`src/rtl/mtf_pkg.sv`:
```
package mtf_pkg;

    // What a lookup does to the file this cycle
    typedef enum logic [2:0] {
        LK_IDLE,
        LK_REJECT,          // no match, no room
        LK_NEW,             // claim a free entry
        LK_MERGE_ST,        // store onto live entry
        LK_MERGE_LD_HIT,    // load onto entry whose data is in
        LK_MERGE_LD_WAIT    // load onto entry still waiting
    } lk_kind_e;

    function automatic lk_kind_e classify(input logic vld, input logic matched,
                                          input logic room, input logic store,
                                          input logic arrived);
        if (!vld) return LK_IDLE;
        if (!matched) return room ? LK_NEW : LK_REJECT;
        if (store) return LK_MERGE_ST;
        return arrived ? LK_MERGE_LD_HIT : LK_MERGE_LD_WAIT;
    endfunction

endpackage

```
`src/rtl/mtf_pick.sv`:
```
// Lowest-index-first priority encoder
module mtf_pick #(
    parameter int W  = 8,
    parameter int IW = (W > 1) ? $clog2(W) : 1
) (
    input  logic [W-1:0]  cand,
    output logic          found,
    output logic [IW-1:0] idx
);
    always_comb begin
        found = 1'b0;
        idx   = '0;
        for (int i = W - 1; i >= 0; i--) begin
            if (cand[i]) begin
                found = 1'b1;
                idx   = IW'(i);
            end
        end
    end
endmodule

```
`src/rtl/mtf_match.sv`:
```
// Parallel line-address compare against every entry
module mtf_match #(
    parameter int N     = 8,
    parameter int BLK_W = 27
) (
    input  logic [N-1:0]            live,
    input  logic [N-1:0][BLK_W-1:0] blk,
    input  logic [BLK_W-1:0]        probe,
    output logic [N-1:0]            hit
);
    for (genvar g = 0; g < N; g++) begin : g_cmp
        assign hit[g] = live[g] && (blk[g] == probe);
    end
endmodule

```
`src/rtl/miss_track_file.sv`:
```
module miss_track_file
    import mtf_pkg::*;
#(
    parameter int N_ENTRY    = 8,
    parameter int ADDR_W     = 32,
    parameter int LINE_BYTES = 32,
    parameter int TAG_W      = 6,
    parameter int IDX_W      = (N_ENTRY > 1) ? $clog2(N_ENTRY) : 1
) (
    input  logic              clk,
    input  logic              rst_n,
    input  logic              lk_valid,
    input  logic [ADDR_W-1:0] lk_addr,
    input  logic              lk_store,
    input  logic [TAG_W-1:0]  lk_tag,
    output logic              res_valid,
    output logic              res_hit,
    output logic              res_tracked,
    output logic [IDX_W-1:0]  res_entry,
    output logic              req_valid,
    output logic [ADDR_W-1:0] req_addr,
    output logic [IDX_W-1:0]  req_entry,
    output logic [TAG_W-1:0]  req_tag,
    input  logic              rf_valid,
    input  logic [IDX_W-1:0]  rf_entry,
    input  logic              rf_last,
    output logic              rls_valid,
    output logic [IDX_W-1:0]  rls_entry,
    output logic              rls_modified,
    output logic [TAG_W-1:0]  rls_tag,
    output logic              full
);
    localparam int OFS_W = (LINE_BYTES > 1) ? $clog2(LINE_BYTES) : 1;
    localparam int BLK_W = ADDR_W - OFS_W;

    typedef struct packed {
        logic [N_ENTRY-1:0]              live;
        logic [N_ENTRY-1:0]              dirty;
        logic [N_ENTRY-1:0]              filled;
        logic [N_ENTRY-1:0]              waiting;
        logic [N_ENTRY-1:0][BLK_W-1:0]   blk;
        logic [N_ENTRY-1:0][TAG_W-1:0]   tag;
        logic                            busy;
        logic                            res_valid;
        logic                            res_hit;
        logic                            res_tracked;
        logic [IDX_W-1:0]                res_entry;
        logic                            req_valid;
        logic [ADDR_W-1:0]               req_addr;
        logic [IDX_W-1:0]                req_entry;
        logic [TAG_W-1:0]                req_tag;
        logic                            rls_valid;
        logic [IDX_W-1:0]                rls_entry;
        logic                            rls_modified;
        logic [TAG_W-1:0]                rls_tag;
    } st_t;

    st_t st_q, st_d;

    // ---- response decode: applied ahead of the lookup ----
    logic [N_ENTRY-1:0] drop_mask, beat_mask;
    logic [N_ENTRY-1:0] live_eff, filled_eff;
    logic               drop_fire;
    logic               drop_dirty;
    logic [TAG_W-1:0]   drop_tag;

    for (genvar g = 0; g < N_ENTRY; g++) begin : g_rsp
        assign drop_mask[g] = rf_valid && rf_last  && (rf_entry == IDX_W'(g)) && st_q.live[g];
        assign beat_mask[g] = rf_valid && !rf_last && (rf_entry == IDX_W'(g)) && st_q.live[g];
    end

    assign live_eff   = st_q.live & ~drop_mask;
    assign filled_eff = (st_q.filled | beat_mask) & live_eff;
    assign drop_fire  = |drop_mask;

    always_comb begin
        drop_dirty = 1'b0;
        drop_tag   = '0;
        for (int i = 0; i < N_ENTRY; i++) begin
            if (drop_mask[i]) begin
                drop_dirty = st_q.dirty[i];
                drop_tag   = st_q.tag[i];
            end
        end
    end

    // ---- line match, free slot, request scan ----
    logic [BLK_W-1:0]   lk_blk;
    logic [N_ENTRY-1:0] match_vec;
    logic               match_found, free_found, scan_found;
    logic [IDX_W-1:0]   match_idx, free_idx, scan_idx;

    assign lk_blk = lk_addr[ADDR_W-1:OFS_W];

    mtf_match #(.N(N_ENTRY), .BLK_W(BLK_W)) u_match (
        .live (live_eff),
        .blk  (st_q.blk),
        .probe(lk_blk),
        .hit  (match_vec)
    );

    mtf_pick #(.W(N_ENTRY), .IW(IDX_W)) u_pick_match (
        .cand (match_vec),
        .found(match_found),
        .idx  (match_idx)
    );

    mtf_pick #(.W(N_ENTRY), .IW(IDX_W)) u_pick_free (
        .cand (~live_eff),
        .found(free_found),
        .idx  (free_idx)
    );

    mtf_pick #(.W(N_ENTRY), .IW(IDX_W)) u_pick_scan (
        .cand (live_eff & ~filled_eff & st_q.waiting),
        .found(scan_found),
        .idx  (scan_idx)
    );

    lk_kind_e kind;
    assign kind = classify(lk_valid, match_found, free_found, lk_store,
                           filled_eff[match_idx]);

    // ---- next state ----
    always_comb begin
        st_d = st_q;
        st_d.res_valid    = 1'b0;
        st_d.res_hit      = 1'b0;
        st_d.res_tracked  = 1'b0;
        st_d.res_entry    = '0;
        st_d.req_valid    = 1'b0;
        st_d.req_addr     = '0;
        st_d.req_entry    = '0;
        st_d.req_tag      = '0;
        st_d.rls_valid    = 1'b0;
        st_d.rls_entry    = '0;
        st_d.rls_modified = 1'b0;
        st_d.rls_tag      = '0;

        // response first
        st_d.live   = live_eff;
        st_d.filled = filled_eff;
        st_d.dirty  = st_q.dirty & live_eff;
        st_d.waiting = st_q.waiting & live_eff;
        if (drop_fire) begin
            st_d.rls_valid    = 1'b1;
            st_d.rls_entry    = rf_entry;
            st_d.rls_modified = drop_dirty;
            st_d.rls_tag      = drop_tag;
            st_d.busy         = 1'b0;
        end

        // one outstanding request, lowest eligible entry
        if (!st_q.busy && scan_found) begin
            st_d.req_valid = 1'b1;
            st_d.req_addr  = {st_q.blk[scan_idx], {OFS_W{1'b0}}};
            st_d.req_entry = scan_idx;
            st_d.req_tag   = st_q.tag[scan_idx];
            st_d.busy      = 1'b1;
        end

        // lookup
        if (kind != LK_IDLE) st_d.res_valid = 1'b1;
        unique case (kind)
            LK_NEW: begin
                st_d.live[free_idx]    = 1'b1;
                st_d.blk[free_idx]     = lk_blk;
                st_d.dirty[free_idx]   = lk_store;
                st_d.filled[free_idx]  = 1'b0;
                st_d.waiting[free_idx] = 1'b1;
                st_d.tag[free_idx]     = lk_tag;
                st_d.res_hit     = lk_store;
                st_d.res_tracked = 1'b1;
                st_d.res_entry   = free_idx;
            end
            LK_MERGE_ST: begin
                st_d.dirty[match_idx]   = 1'b1;
                st_d.waiting[match_idx] = 1'b1;
                st_d.tag[match_idx]     = lk_tag;
                st_d.res_hit     = 1'b1;
                st_d.res_tracked = 1'b1;
                st_d.res_entry   = match_idx;
            end
            LK_MERGE_LD_HIT: begin
                st_d.res_hit     = 1'b1;
                st_d.res_tracked = 1'b1;
                st_d.res_entry   = match_idx;
            end
            LK_MERGE_LD_WAIT: begin
                st_d.waiting[match_idx] = 1'b1;
                st_d.tag[match_idx]     = lk_tag;
                st_d.res_tracked = 1'b1;
                st_d.res_entry   = match_idx;
            end
            default: ;
        endcase
    end

    always_ff @(posedge clk) begin
        if (!rst_n) st_q <= '0;
        else        st_q <= st_d;
    end

    assign res_valid    = st_q.res_valid;
    assign res_hit      = st_q.res_hit;
    assign res_tracked  = st_q.res_tracked;
    assign res_entry    = st_q.res_entry;
    assign req_valid    = st_q.req_valid;
    assign req_addr     = st_q.req_addr;
    assign req_entry    = st_q.req_entry;
    assign req_tag      = st_q.req_tag;
    assign rls_valid    = st_q.rls_valid;
    assign rls_entry    = st_q.rls_entry;
    assign rls_modified = st_q.rls_modified;
    assign rls_tag      = st_q.rls_tag;
    assign full         = &st_q.live;

    // ---- assertions ----
    a_r1_unique_match: assert property (@(posedge clk) disable iff (!rst_n)
        $onehot0(match_vec));

    a_r7_one_outstanding: assert property (@(posedge clk) disable iff (!rst_n)
        req_valid |=> !req_valid);

    a_r3_untracked_is_miss: assert property (@(posedge clk) disable iff (!rst_n)
        (res_valid && !res_tracked) |-> !res_hit);

    a_r9_release_cause: assert property (@(posedge clk) disable iff (!rst_n)
        rls_valid |-> $past(rf_valid && rf_last));

    a_r12_full_holds: assert property (@(posedge clk) disable iff (!rst_n)
        (full && !(rf_valid && rf_last)) |=> full);

    a_r13_no_release_empty: assert property (@(posedge clk) disable iff (!rst_n)
        (rf_valid && rf_last && !drop_fire) |=> !rls_valid);

endmodule

```
`config.mk`:
```
export PLATFORM = sky130hd
export DESIGN_NAME = miss_track_file
export DESIGN_NICKNAME = d
export VERILOG_FILES = /design/src/rtl/mtf_pkg.sv /design/src/rtl/mtf_pick.sv /design/src/rtl/mtf_match.sv /design/src/rtl/miss_track_file.sv
export SDC_FILE = /design/constraint.sdc
export NUM_CORES = 1
export LEC_CHECK = 0
export BUFFER_PORTS_ARGS = -buffer_cell sky130_fd_sc_hd__buf_2
export CAP_MARGIN = 30
export CORE_MARGIN = 2
export CORE_UTILIZATION = 61
export DETAILED_ROUTE_END_ITERATION = 7
export PLACE_DENSITY = 0.84
export SYNTH_ARGS = -nofsm -noshare
export SYNTH_HDL_FRONTEND = slang
export SYNTH_SLANG_ARGS = --single-unit
```
`constraint.sdc`:
```
create_clock -name clk -period 4.17 [get_ports clk]
set_input_delay 0.2085 -clock clk [delete_from_list [all_inputs] [get_ports clk]]
set_output_delay 0.2085 -clock clk [all_outputs]
set_load 0.005 [all_outputs]
```
* Word level (Yosys, flattened, before mapping)
Cells that the tools add are included.
** Cells by class
- Add/sub/neg operators :: 0
- $mul :: 0
- Div/mod/pow operators :: 0
- Magnitude comparators :: 5
- Equal/unequal tests :: 19
- Shift operators :: 0
- Mux-type cells :: 109
- Bitwise operators :: 16
- Reduce and logical (&&, ||, !) cells :: 58
** Operator list (number)
- $bwmux W216 :: 1
- $eq A27 B27 Y1 :: 8
- $bwmux W48 :: 2
- $pmux W48 S2 :: 1
- $mux W3 :: 30
- $bmux W27 S3 :: 1
- $demux W27 S3 :: 1
- $mux W6 :: 11
- $and A8 B8 Y8 :: 7
- $mux W27 :: 2
- $logic_and A1 B1 Y1 :: 45
- $mux W1 :: 44
- $mux W42 :: 1
- $or A8 B8 Y8 :: 5
- $demux W6 S3 :: 2
- $not A8 Y8 :: 4
- $pmux W8 S2 :: 2
- $bmux W6 S3 :: 1
- $eq A3 B3 Y1 const B :: 6
- $mux W8 :: 2
- $eq A3 B2 Y1 const B :: 4
- $lt A3 B4 Y1 const B :: 3
- $mux W11 :: 1
- $bwmux W8 :: 1
- other kinds (16) :: 22
** Word-level totals
- Flip-flop bits (word level) :: 356
- Bits in latches :: 0
- RAM bits :: 0
- ROM bits :: 0
- Input bits :: 47
- Output and inout bits :: 60
- Memories :: 0

* Depth between registers and ports, before layout
Gate-level depths: netlist of the first run.
- Depth in word-level cells :: 24
- Mapped depth :: 14
- Depth with buffers taken out :: 10

* Hierarchy
Synthesis of the first run repeated with hierarchy kept, for this count alone.
** Second synthesis, totals
- Cell total of the unflattened synthesis :: 2145
- Area total of the unflattened synthesis :: 18151.2 um^2
** By module, submodules not included
- miss_track_file :: instances 1, cells each 1791, area an instance 15218.3 um^2, sequential area each 7026.7 um^2
- mtf_match :: instances 1, cells each 315, area an instance 2692.6 um^2, sequential area each 0.0 um^2
- mtf_pick :: instances 3, cells each 13, area an instance 80.1 um^2, sequential area each 0.0 um^2

* Worst setup path after synthesis of the first run
No wires, ideal clock.
- Kind :: input port to flip-flop
- From :: input lk_addr[20]
- To :: register st_q[247] in the netlist's numbering
- Arrival :: 3164 ps
- Slack :: 874 ps
- Stages on the path :: 13
- Path through :: buf_2 -> xnor2_1 -> nand4_1 -> or4_4 -> nor4_4 -> nor4_2 -> a311o_2 -> o211a_4 -> or4_4 -> buf_6 -> buf_6 -> o21ai_1 -> a21oi_1
** Between the ends
- Longest elaborated chain between the ends :: 17
- Elaborated cells on any way between the ends :: 43
- Classes of those cells :: 9 x eq/ne; 26 x mux; 8 x reduce/logical
** RTL lines
- start: declaration :: line miss_track_file.sv:13 : input logic [ADDR_W-1:0] lk_addr,
- $eq A27 B27 Y1 :: line mtf_match.sv:12 : assign hit[g] = live[g] && (blk[g] == probe);
- $logic_and A1 B1 Y1 :: line mtf_match.sv:12
- $mux W3 (8 in series) :: line mtf_pick.sv:14 : if (cand[i]) begin
- $bmux W1 S3 :: line miss_track_file.sv:122 : filled_eff[match_idx]);
- $mux W1 (implied by the code) :: line miss_track_file.sv:122
- $mux W1 :: line mtf_pkg.sv:19 : return arrived ? LK_MERGE_LD_HIT : LK_MERGE_LD_WAIT;
- $mux W3 :: line mtf_pkg.sv:19
- $mux W3 * :: line mtf_pkg.sv:18 : if (store) return LK_MERGE_ST;
- $mux W3 * :: line mtf_pkg.sv:17 : if (!matched) return room ? LK_NEW : LK_REJECT;
- $eq A3 B2 Y1 * :: line miss_track_file.sv:164 : unique case (kind)
- end signal: assignment :: line miss_track_file.sv:201 : else st_q <= st_d;
- end: declaration :: line miss_track_file.sv:58 : st_t st_q, st_d;
Every way passes the cells marked *; elsewhere a longest branch is shown, timed or not. The select of a mux whose other input is x is not followed.
A chain may end at the register's enable or synchronous reset.

* Worst setup path in the final report of the first run
- From :: register st_q[211] in the netlist's numbering
- To :: register st_q[177] in the netlist's numbering
** Between the ends
- Longest elaborated chain between the ends :: 13
- Elaborated cells on any way between the ends :: 21
- Classes of those cells :: 2 x eq/ne; 18 x mux; 1 x reduce/logical
** RTL lines (line)
- $eq A27 B27 Y1 * :: mtf_match.sv:12
- $logic_and A1 B1 Y1 * :: mtf_match.sv:12
- $mux W3 (4 in series) :: mtf_pick.sv:14
- $bmux W1 S3 :: miss_track_file.sv:122
- $mux W1 (implied by the code) :: miss_track_file.sv:122
- $mux W1 :: mtf_pkg.sv:19
- $mux W3 :: mtf_pkg.sv:19
- $mux W3 * :: mtf_pkg.sv:18
- $mux W3 * :: mtf_pkg.sv:17
- $eq A3 B2 Y1 * :: miss_track_file.sv:164
Marked as above.

==> results_dict.tcl, run 1 <==
set metrics [dict create \
    seqCellArea_sq_um 7030 \
    dp_cells 2511 \
    cts_tree "built" \
    mostFrequentLayoutCell "dfxtp_1" \
    drt-initial-drc-count 2628 \
    synth_edf_count 0 \
    drc_errors 0 \
    die_w_microns 180 \
    yosys-top-cells-area "dfxtp_1 37%, mux4_2 7.9%, xnor2_1 7.0%" \
    wl_per_cell_microns 27.1 \
    whs_ns 0.00918 \
    dpl_cell_area_sq_um 20100 \
    yosysTopAreaCellShare_pct 37.2 \
    grt_pass1_vias 16800 \
    die_h_microns 180 \
    ys.warnings.count 0 \
    syn-mean-instance-area_sq_um 9.00 \
    core_area_sq_um 30600 \
    row_count 64 \
    antenna_found_initial 2 \
    grt_max_degree 98 \
    min_period_over_period_pct 95.6 \
    synth_top_area_cell "dfxtp_1" \
    start_util_pct 61.8 \
    tightest_slew_ns 0.869 \
    multi_input_area_sq_um 10600 \
    clockBufferDepth 3 \
    drive_above_1_share_pct 19.6 \
    cts_resized 0 \
    htree_num_levels 2 \
    finalSetupViolations 0 \
    clock_skew_ns 0.0138 \
    rsz0062_at_grt "false" \
    nets 2206 \
    start_kind "register" \
    gp_congestion 1.06 \
    fin_crit_ns 3.99 \
    ir_worst_vdd_mv 0.312 \
    slew_headroom_pct 41.9 \
    async_reset_ff_share_pct 0 \
    synth_cell_types 71 \
    ys_ff_latch 351 \
    vias_per_cell 6.80 \
    crit_path_max_fanout 38 \
    dieArea_sq_um 32400 \
    p_leak_nw 7.73 \
    clock-sinks 351 \
    powerDensity_nw_per_um2 371 \
    setup-tns-final_ns 0 \
    place_hpwl_microns 49700 \
    postRouteAntennaNets 0 \
    maxCapViolations 0 \
    synthCells 2100 \
    synth.yosys.seq_area_share_pct 37.2 \
    ys.flop_type "dfxtp_1" \
    clk_latency_ns 0.54 \
    grt_usage_pct 42.1 \
    clock.fmax_mhz 251 \
    syn_area_sq_um 18900 \
    vias 17600 \
    layout_common_cells "351 x dfxtp_1, 224 x nand2_1, 185 x a21oi_1" \
    grt_pass1_wl_microns 104000 \
    outcome "finished clean" \
    path_class "register to register" \
    syn_to_final_growth_pct 13.7 \
    layoutNonFillerInstCount 2586 \
    io_buffer_count 96 \
    hold_viol_final 0 \
    cts_root_buf "clkbuf_16" \
    dr.pass1.iters 6 \
    crit_arrival_ns 4.37 \
    overflow 0 \
    design_area_sq_um 21500 \
    finalMaxSlewViolations 0 \
    min_path_type "input pin to register" \
    postLayoutCoreUtil_pct 70.3 \
    required_ns 4.55 \
    cts_buffers 39 \
    wl_microns 70200 \
    path_clk_slew_ns 0.06 \
    n_fill_cell 2313 \
    ios 107 \
    worst_setup_path_end_kind "register" \
]
report_power, final:
| group | internal (mW) | leakage (nW) | total [mW] | switching, mW |
|---|---|---|---|---|
| logic | 0.300 | 4.22 | 0.846 | 0.546 |
| registers | 3.40 | 2.84 | 3.45 | 0.0485 |
| clock network | 2.24 | 0.675 | 3.68 | 1.44 |
| total | 5.94 | 7.73 | 7.98 | 2.04 |
final timing paths:
path | slack, ns | from | end | depth (start not counted)
max | 0.18 | st_q[211] | st_q[177] | 12
min | 0.009 | lk_addr[15] | st_q[172] | 3
max reg2reg | 0.18 | st_q[211] | st_q[177] | 12
min reg2reg | 0.47 | st_q[59] | st_q[59] | 2
worst max-delay path, stage by stage (launching register included):
cell     delay, ns
dfxtp_1       0.33
xnor2_1       0.45
nand4_1       0.27
nor4_1        0.58
buf_4         0.23
and2_1        0.17
nor2_1        0.09
a31o_1        0.27
o31a_4        0.40
or3_2         0.49
buf_12        0.20
o21ai_1       0.20
a21oi_1       0.11
metal layers:
metal	routed length [microns]	share of wire, %	up-vias	GRT usage [%]
met5	0	0	-	0
met4	6020	8.6	0	29.3
met3	7270	10	338	8.61
met2	32000	46	1299	68.3
met1	24900	36	8341	50.3
li1	-	-	7596	-
cells in the mapped netlist, drive strengths merged (41+ instances only):
master and number:
mux2i 104, nand3 131, buf 158, nor2 101, xor2 59, dfxtp 351, clkbuf 82, nand2 224
mux4 66, xnor2 158, a22o 41, o21ai 136, nand4 63, a21oi 189, nor4 45
sequential cells by signal, indices dropped and copies added (netlist names):
signal and cells:
req_addr 27, rls_valid 1, res_valid 1, req_entry 3
rls_modified 1, req_tag 6, res_entry 3, res_tracked 1
req_valid 1, rls_tag 6, st_q 297, res_hit 1
rls_entry 3
cell type report:
| type | count | area share [%] |
|---|---|---|
| Multi-Input combinational cell | 1504 | 49.2 |
| Sequential cell | 351 | 32.7 |
| Timing Repair Buffer | 254 | 9.15 |
| Clock buffer | 55 | 5.34 |
| Tap cell | 396 | 2.30 |
| Clock inverter | 16 | 1.08 |
| Inverter | 9 | 0.180 |
| Antenna cell | 1 | 0.0116 |
kinds of logic after synthesis:
kind of cell	after synthesis	share of synthesized area, %
AOI/OAI and AO/OA	453	14.5
xor gates and xnor gates	217	10.3
buffers and inverters	249	7.24
DFF	351	37.2
muxes	173	13.5
other	1	0.0198
and+or+nand+nor	656	17.2
timing repair:
action / CTS / global route
hold buffers: 2 / 0
hold endpoints to repair: 3 / 0
setup buffers: 0 / 0
per-stage QoR:
| step | setup WS (ns) | power (mW) |
|---|---|---|
| after floorplan | 0.874 | 4.02 |
| after global placement | 0.261 | 4.32 |
| after detailed placement | 0.213 | 4.34 |
| after CTS | 0.341 | 7.95 |
| after global routing | 0.00703 | 8.15 |
| final | 0.184 | 7.98 |
(Power assumes the default switching activity.)
==> run 2: changes to the inputs <==
--- a/config.mk
+++ b/config.mk
@@ -7,10 +7,12 @@
 export LEC_CHECK = 0
 export BUFFER_PORTS_ARGS = -buffer_cell sky130_fd_sc_hd__buf_2
 export CAP_MARGIN = 30
+export CELL_PAD_IN_SITES_DETAIL_PLACEMENT = 1
+export CELL_PAD_IN_SITES_GLOBAL_PLACEMENT = 1
 export CORE_MARGIN = 2
-export CORE_UTILIZATION = 61
+export CORE_UTILIZATION = 48
 export DETAILED_ROUTE_END_ITERATION = 7
-export PLACE_DENSITY = 0.84
+export PLACE_DENSITY = 0.85
 export SYNTH_ARGS = -nofsm -noshare
 export SYNTH_HDL_FRONTEND = slang
 export SYNTH_SLANG_ARGS = --single-unit
==> run 2 against run 1 <==
  * Critical path type is now input pin to register
  * Count of clock-buffer cells in the layout up 3
  * Critical path depth grew 4
  * Worst setup slack worse by 0.084 ns
  * Critical endpoint is now st_q[151]
  * Sequential share of layout area down 0.68 points
==> results_dict.tcl, run 2 (synthesis results as in run 1) <==
set metrics [dict create \
    grt_pass1_vias 18400 \
    start_kind "input pin" \
    tightest_slew_ns 0.936 \
    postRouteAntennaNets 0 \
    rsz0062_at_grt "true" \
    cts_tree "built" \
    r2r_cells 14 \
    layoutNonFillerInstCount 2714 \
    setup_ws_ns 0.100 \
    drt-initial-drc-count 1679 \
    fin_crit_ns 4.07 \
    crit_path_end "st_q[151]" \
    largest_reg_flops 297 \
    io_buffer_count 96 \
    grt_usage_pct 39.2 \
    grt_pass1_wl_microns 120000 \
    n_antenna_cell 0 \
    outcome "finished clean" \
    dr.pass1.iters 5 \
    place_hpwl_microns 56300 \
    layout_common_cells "351 x dfxtp_1, 224 x nand2_1, 185 x a21oi_1" \
    dieArea_sq_um 41000 \
    r2r_start "st_q[139]" \
    drc_errors 0 \
    vias 17800 \
    rrSetupSlack_ns 0.16 \
    setup-tns-final_ns 0 \
    path_class "input pin to register" \
    gp_congestion 1.01 \
    finalSetupViolations 0 \
    antenna_found_initial 1 \
    ios 107 \
    design_area_sq_um 22000 \
    pre_cts_ws_ns 0.0977 \
    clockBufferDepth 3 \
    die_h_microns 202 \
    mostFrequentLayoutCell "dfxtp_1" \
    overflow 0 \
    core_area_sq_um 38700 \
    required_ns 4.63 \
    clock-sinks 351 \
    start_util_pct 48.8 \
    crit_start "lk_addr[30]" \
    p_leak_nw 7.84 \
    min_period_over_period_pct 97.6 \
    maxCapViolations 0 \
    dpl_cell_area_sq_um 20200 \
    slew_headroom_pct 37.4 \
    top_register "st_q" \
    worst_setup_path_end_kind "register" \
    wl_per_cell_microns 29.8 \
    crit_path_max_fanout 11 \
    clk_latency_ns 0.58 \
    wl_microns 81000 \
    vias_per_cell 6.55 \
    htree_num_levels 2 \
    cts_buffers 41 \
    drive_above_1_share_pct 19.8 \
    min_path_type "input pin to register" \
    dp_cells 2627 \
    ir_worst_vdd_mv 0.285 \
    finalMaxSlewViolations 0 \
    timing.rr.end "st_q[151]" \
    grt_max_degree 121 \
    path_clk_slew_ns 0.06 \
    crit_arrival_ns 4.53 \
    clock.fmax_mhz 246 \
    clock_skew_ns 0.0204 \
    die_w_microns 202 \
    syn_to_final_growth_pct 16.1 \
    cts_root_buf "clkbuf_16" \
    row_count 72 \
    powerDensity_nw_per_um2 382 \
    hold_viol_final 0 \
    nets 2211 \
]
==> run 2: changes by cell type in the layout (fill, tap and decap cells not counted), sizes merged <==
cell	change
clkinvlp	+1
dlygate4sd3	+8
buf	-5
bufinv	+2
clkbuf	+3
diode	-1
clkinv	-2
==> run 2: how the worst min path moves through the flow <==
stage	from	end	slack, ns	cells after the start
final	lk_addr[31]	st_q[188]	0.01	3
after global routing	lk_addr[7]	st_q[218]	0.04	3
after CTS	lk_addr[7]	st_q[299]	0.001	3
after detailed placement	st_q[331]	st_q[331]	0.45	2
after global placement	st_q[59]	st_q[59]	0.44	2
after floorplan	rf_entry[0]	rls_entry[0]	0.33	1
==> run 2: per-stage QoR <==
stage               power, mW  utilization, %  hold WS, ns
finish                   8.39            56.7       0.0124
floorplan                4.02               -        0.330
detailed placement       4.37            52.3        0.454
global placement         4.34            52.3        0.444
CTS                      8.38            56.4      0.00107
global route             8.57            56.7       0.0446
==> run 2: critical path: stages <==
cell and delay (ns):
dlygate4sd3_1 0.58, buf_2 0.21, buf_4 0.20, xnor2_1 0.44, nand4_1 0.27, nor4_1 0.40
o211ai_1 0.18, a221oi_1 0.44, nor4b_2 0.13, o31a_4 0.32, buf_12 0.14, nor4b_4 0.26
buf_4 0.20, buf_12 0.16, mux2i_1 0.29, nor2_1 0.07
==> run 2: where the power goes <==
part	switching (mW)	internal [mW]
clock	1.54	2.51
combinational	0.577	0.314
sequential	0.0474	3.40
total	2.16	6.23
==> run 2: area by class of cell <==
class | instances | area (sq um)
repair buffers | 257 | 2080
clock inverters | 17 | 275
multi-input cells | 1504 | 10600
well taps | 518 | 648
fillers | 4388 | 16800
inverters | 9 | 38.8
clock buffers | 58 | 1240
flip-flops and latches | 351 | 7030
==> run 2: repair_timing <==
action	CTS	global route
endpoints found under the setup margin	0	112
setup buffers	0	1
resized for setup	0	8
hold endpoints to repair	22	0
hold buffers	10	0
==> run 2: per-layer routing <==
metal / global-route usage, % / part of all wire (%) / vias to the layer above
met5: 0 / 0 / -
met4: 25.4 / 7.3 / 0
met3: 7.06 / 8.3 / 272
met2: 63.5 / 46 / 1019
met1: 48.1 / 38 / 8898
li1: - / - / 7592
==> run 3: changes to the inputs <==
--- a/config.mk
+++ b/config.mk
@@ -13,6 +13,7 @@
 export CORE_UTILIZATION = 48
 export DETAILED_ROUTE_END_ITERATION = 7
 export PLACE_DENSITY = 0.85
+export REMOVE_ABC_BUFFERS = 1
 export SYNTH_ARGS = -nofsm -noshare
 export SYNTH_HDL_FRONTEND = slang
 export SYNTH_SLANG_ARGS = --single-unit
==> run 3 against run 2 <==
  * Clock skew increased by 0.0022 ns
  * Sequential power is essentially flat
  * Cell count decreased by 0.63%
  * Clock power decreased by 15%
  * Sequential share of layout area grew 0.78 points
  * Design area decreased by 2.4%
  * Die area unchanged
  * Largest power group is now sequential cells
==> results_dict.tcl, run 3 (synthesis results as in run 1) <==
set metrics [dict create \
    min_path_type "input pin to register" \
    cts_tree "built" \
    min_delay_path_depth 3 \
    min_period_over_period_pct 98.7 \
    timing.rr.end "st_q[144]" \
    die_h_microns 202 \
    grt_pass1_wl_microns 115000 \
    crit_chain "dlygate4sd3_1, buf_2, buf_4, xnor2_1, nand4_1, or4_1, nor2_2, a2111oi_0, a311o_2, o211a_4, buf_12, nor4b_4, buf_4, buf_12, mux2i_1, nor2_1" \
    postRouteAntennaNets 0 \
    powerDensity_nw_per_um2 361 \
    grt_pass1_vias 18400 \
    p_sw_mw 2.09 \
    dpl_cell_area_sq_um 20100 \
    start_util_pct 48.8 \
    die_w_microns 202 \
    clock-sinks 351 \
    crit_arrival_ns 4.53 \
    top_register "st_q" \
    layout_common_cells "351 x dfxtp_1, 224 x nand2_1, 185 x a21oi_1" \
    vias 17600 \
    mostFrequentLayoutCell "dfxtp_1" \
    rrSetupSlack_ns 0.19 \
    nets 2197 \
    path_buf_inv 6 \
    layoutNonFillerInstCount 2697 \
    crit_path_max_fanout 11 \
    critical-path-top-delay-family "buffers and inverters" \
    drt-initial-drc-count 1549 \
    clock_skew_ns 0.0226 \
    place_hpwl_microns 53300 \
    cts_root_buf "clkbuf_16" \
    drc_errors 0 \
    p_int_mw 5.65 \
    required_ns 4.58 \
    dr.pass1.iters 5 \
    row_count 72 \
    p_leak_nw 7.60 \
    min_from "lk_addr[5]" \
    r2r_cells 13 \
    clock.fmax_mhz 243 \
    syn_to_final_growth_pct 13.4 \
    largest_reg_flops 297 \
    pwr-share-clk_pct 44.4 \
    clk_latency_ns 0.57 \
    pwr-share-seq_pct 44.6 \
    path_clk_slew_ns 0.06 \
    r2r_start "st_q[143]" \
    critPathMaxStageDelay_ns 0.54 \
    dp_cells 2618 \
    tightest_slew_ns 1.04 \
    core_area_sq_um 38700 \
    cts_buffers 40 \
    combinationalPowerShare_pct 11.0 \
    dieArea_sq_um 41000 \
    wl_microns 76700 \
    finalMaxSlewViolations 0 \
    ir_worst_vdd_mv 0.298 \
    path_class "input pin to register" \
    outcome "finished clean" \
    rsz0062_at_grt "false" \
    design_area_sq_um 21400 \
    gp_congestion 0.995 \
    finalSetupViolations 0 \
    hold_end "st_q[162]" \
    grt_max_degree 116 \
    maxCapViolations 0 \
    postLayoutCoreUtil_pct 55.3 \
    power_mw 7.74 \
    drive_above_1_share_pct 18.8 \
    ios 107 \
    io_buffer_count 96 \
    hold_viol_final 0 \
    worst_setup_path_end_kind "register" \
    slew_headroom_pct 30.6 \
    htree_num_levels 2 \
    antenna_found_initial 1 \
    wl_per_cell_microns 28.5 \
    fin_crit_ns 4.11 \
    start_kind "input pin" \
    setup_ws_ns 0.0555 \
    clockBufferDepth 3 \
    vias_per_cell 6.52 \
    pre_cts_ws_ns 0.169 \
    grt_usage_pct 37.1 \
    overflow 0 \
    slowest_stage "or4_1" \
    switching_share_pct 27.0 \
]
-- run 3: worst max path at each step --
| stage | cells past startpoint | slack, ns | startpoint | end |
|---|---|---|---|---|
| global route | 17 | 0.001 | lk_addr[30] | st_q[251] |
| detailed placement | 15 | 0.17 | lk_addr[30] | st_q[141] |
| CTS | 16 | 0.15 | lk_addr[30] | st_q[144] |
| finish | 16 | 0.06 | lk_addr[30] | st_q[144] |
| floorplan | 9 | -2.12 | rf_entry[1] | req_addr[26] |
| global placement | 12 | 0.23 | lk_addr[13] | st_q[189] |
-- run 3: per-stage QoR --
step           TNS [ns]  hold WS (ns)
2_1_floorplan   -142.78         0.326
3_3_place_gp          0         0.445
5_1_grt               0        0.0263
4_1_cts               0        0.0123
6_report              0        0.0227
3_5_place_dp          0         0.462
-- run 3: worst min-delay path: cells and delay by family --
kind	cells	cell delay [ns]
AND/OR/NAND/NOR	1	0.10
buffers and inverters	1	0.18
AO/OA/AOI/OAI	1	0.06
-- run 3: metal layers --
| metal | vias up | wire length, microns | global-route usage [%] |
|---|---|---|---|
| met1 | 8780 | 29000 | 44.2 |
| met5 | - | 0 | 0 |
| met2 | 931 | 36000 | 61.3 |
| met3 | 316 | 5780 | 6.04 |
| met4 | 0 | 5960 | 26.1 |
| li1 | 7551 | - | - |
-- run 3: power by group through the flow --
stage	registers [mW]	clock network [mW]	logic, mW
final	3.45	3.43	0.853
after global routing	3.45	3.59	0.879
after CTS	3.45	3.44	0.829
after detailed placement	3.52	0	0.813
after global placement	3.52	0	0.790
after floorplan	3.51	0	0.388
-- run 3: what timing repair did --
action,CTS,global route
setup buffers,0,0
gates resized for setup,0,1
endpoints found under the hold margin,17,0
endpoints found under the setup margin,0,3
hold buffers,8,0
-- run 3: area by class of cell --
cell class                      instances  area [sq um]
Tap cell                              518           648
Clock inverter                         12          73.8
Inverter                                9          38.8
Timing Repair Buffer                  244          1890
Multi-Input combinational cell       1504         10600
Sequential cell                       351          7030
Clock buffer                           58          1170
Antenna cell                            1          2.50
Fill cell                            4452         17300
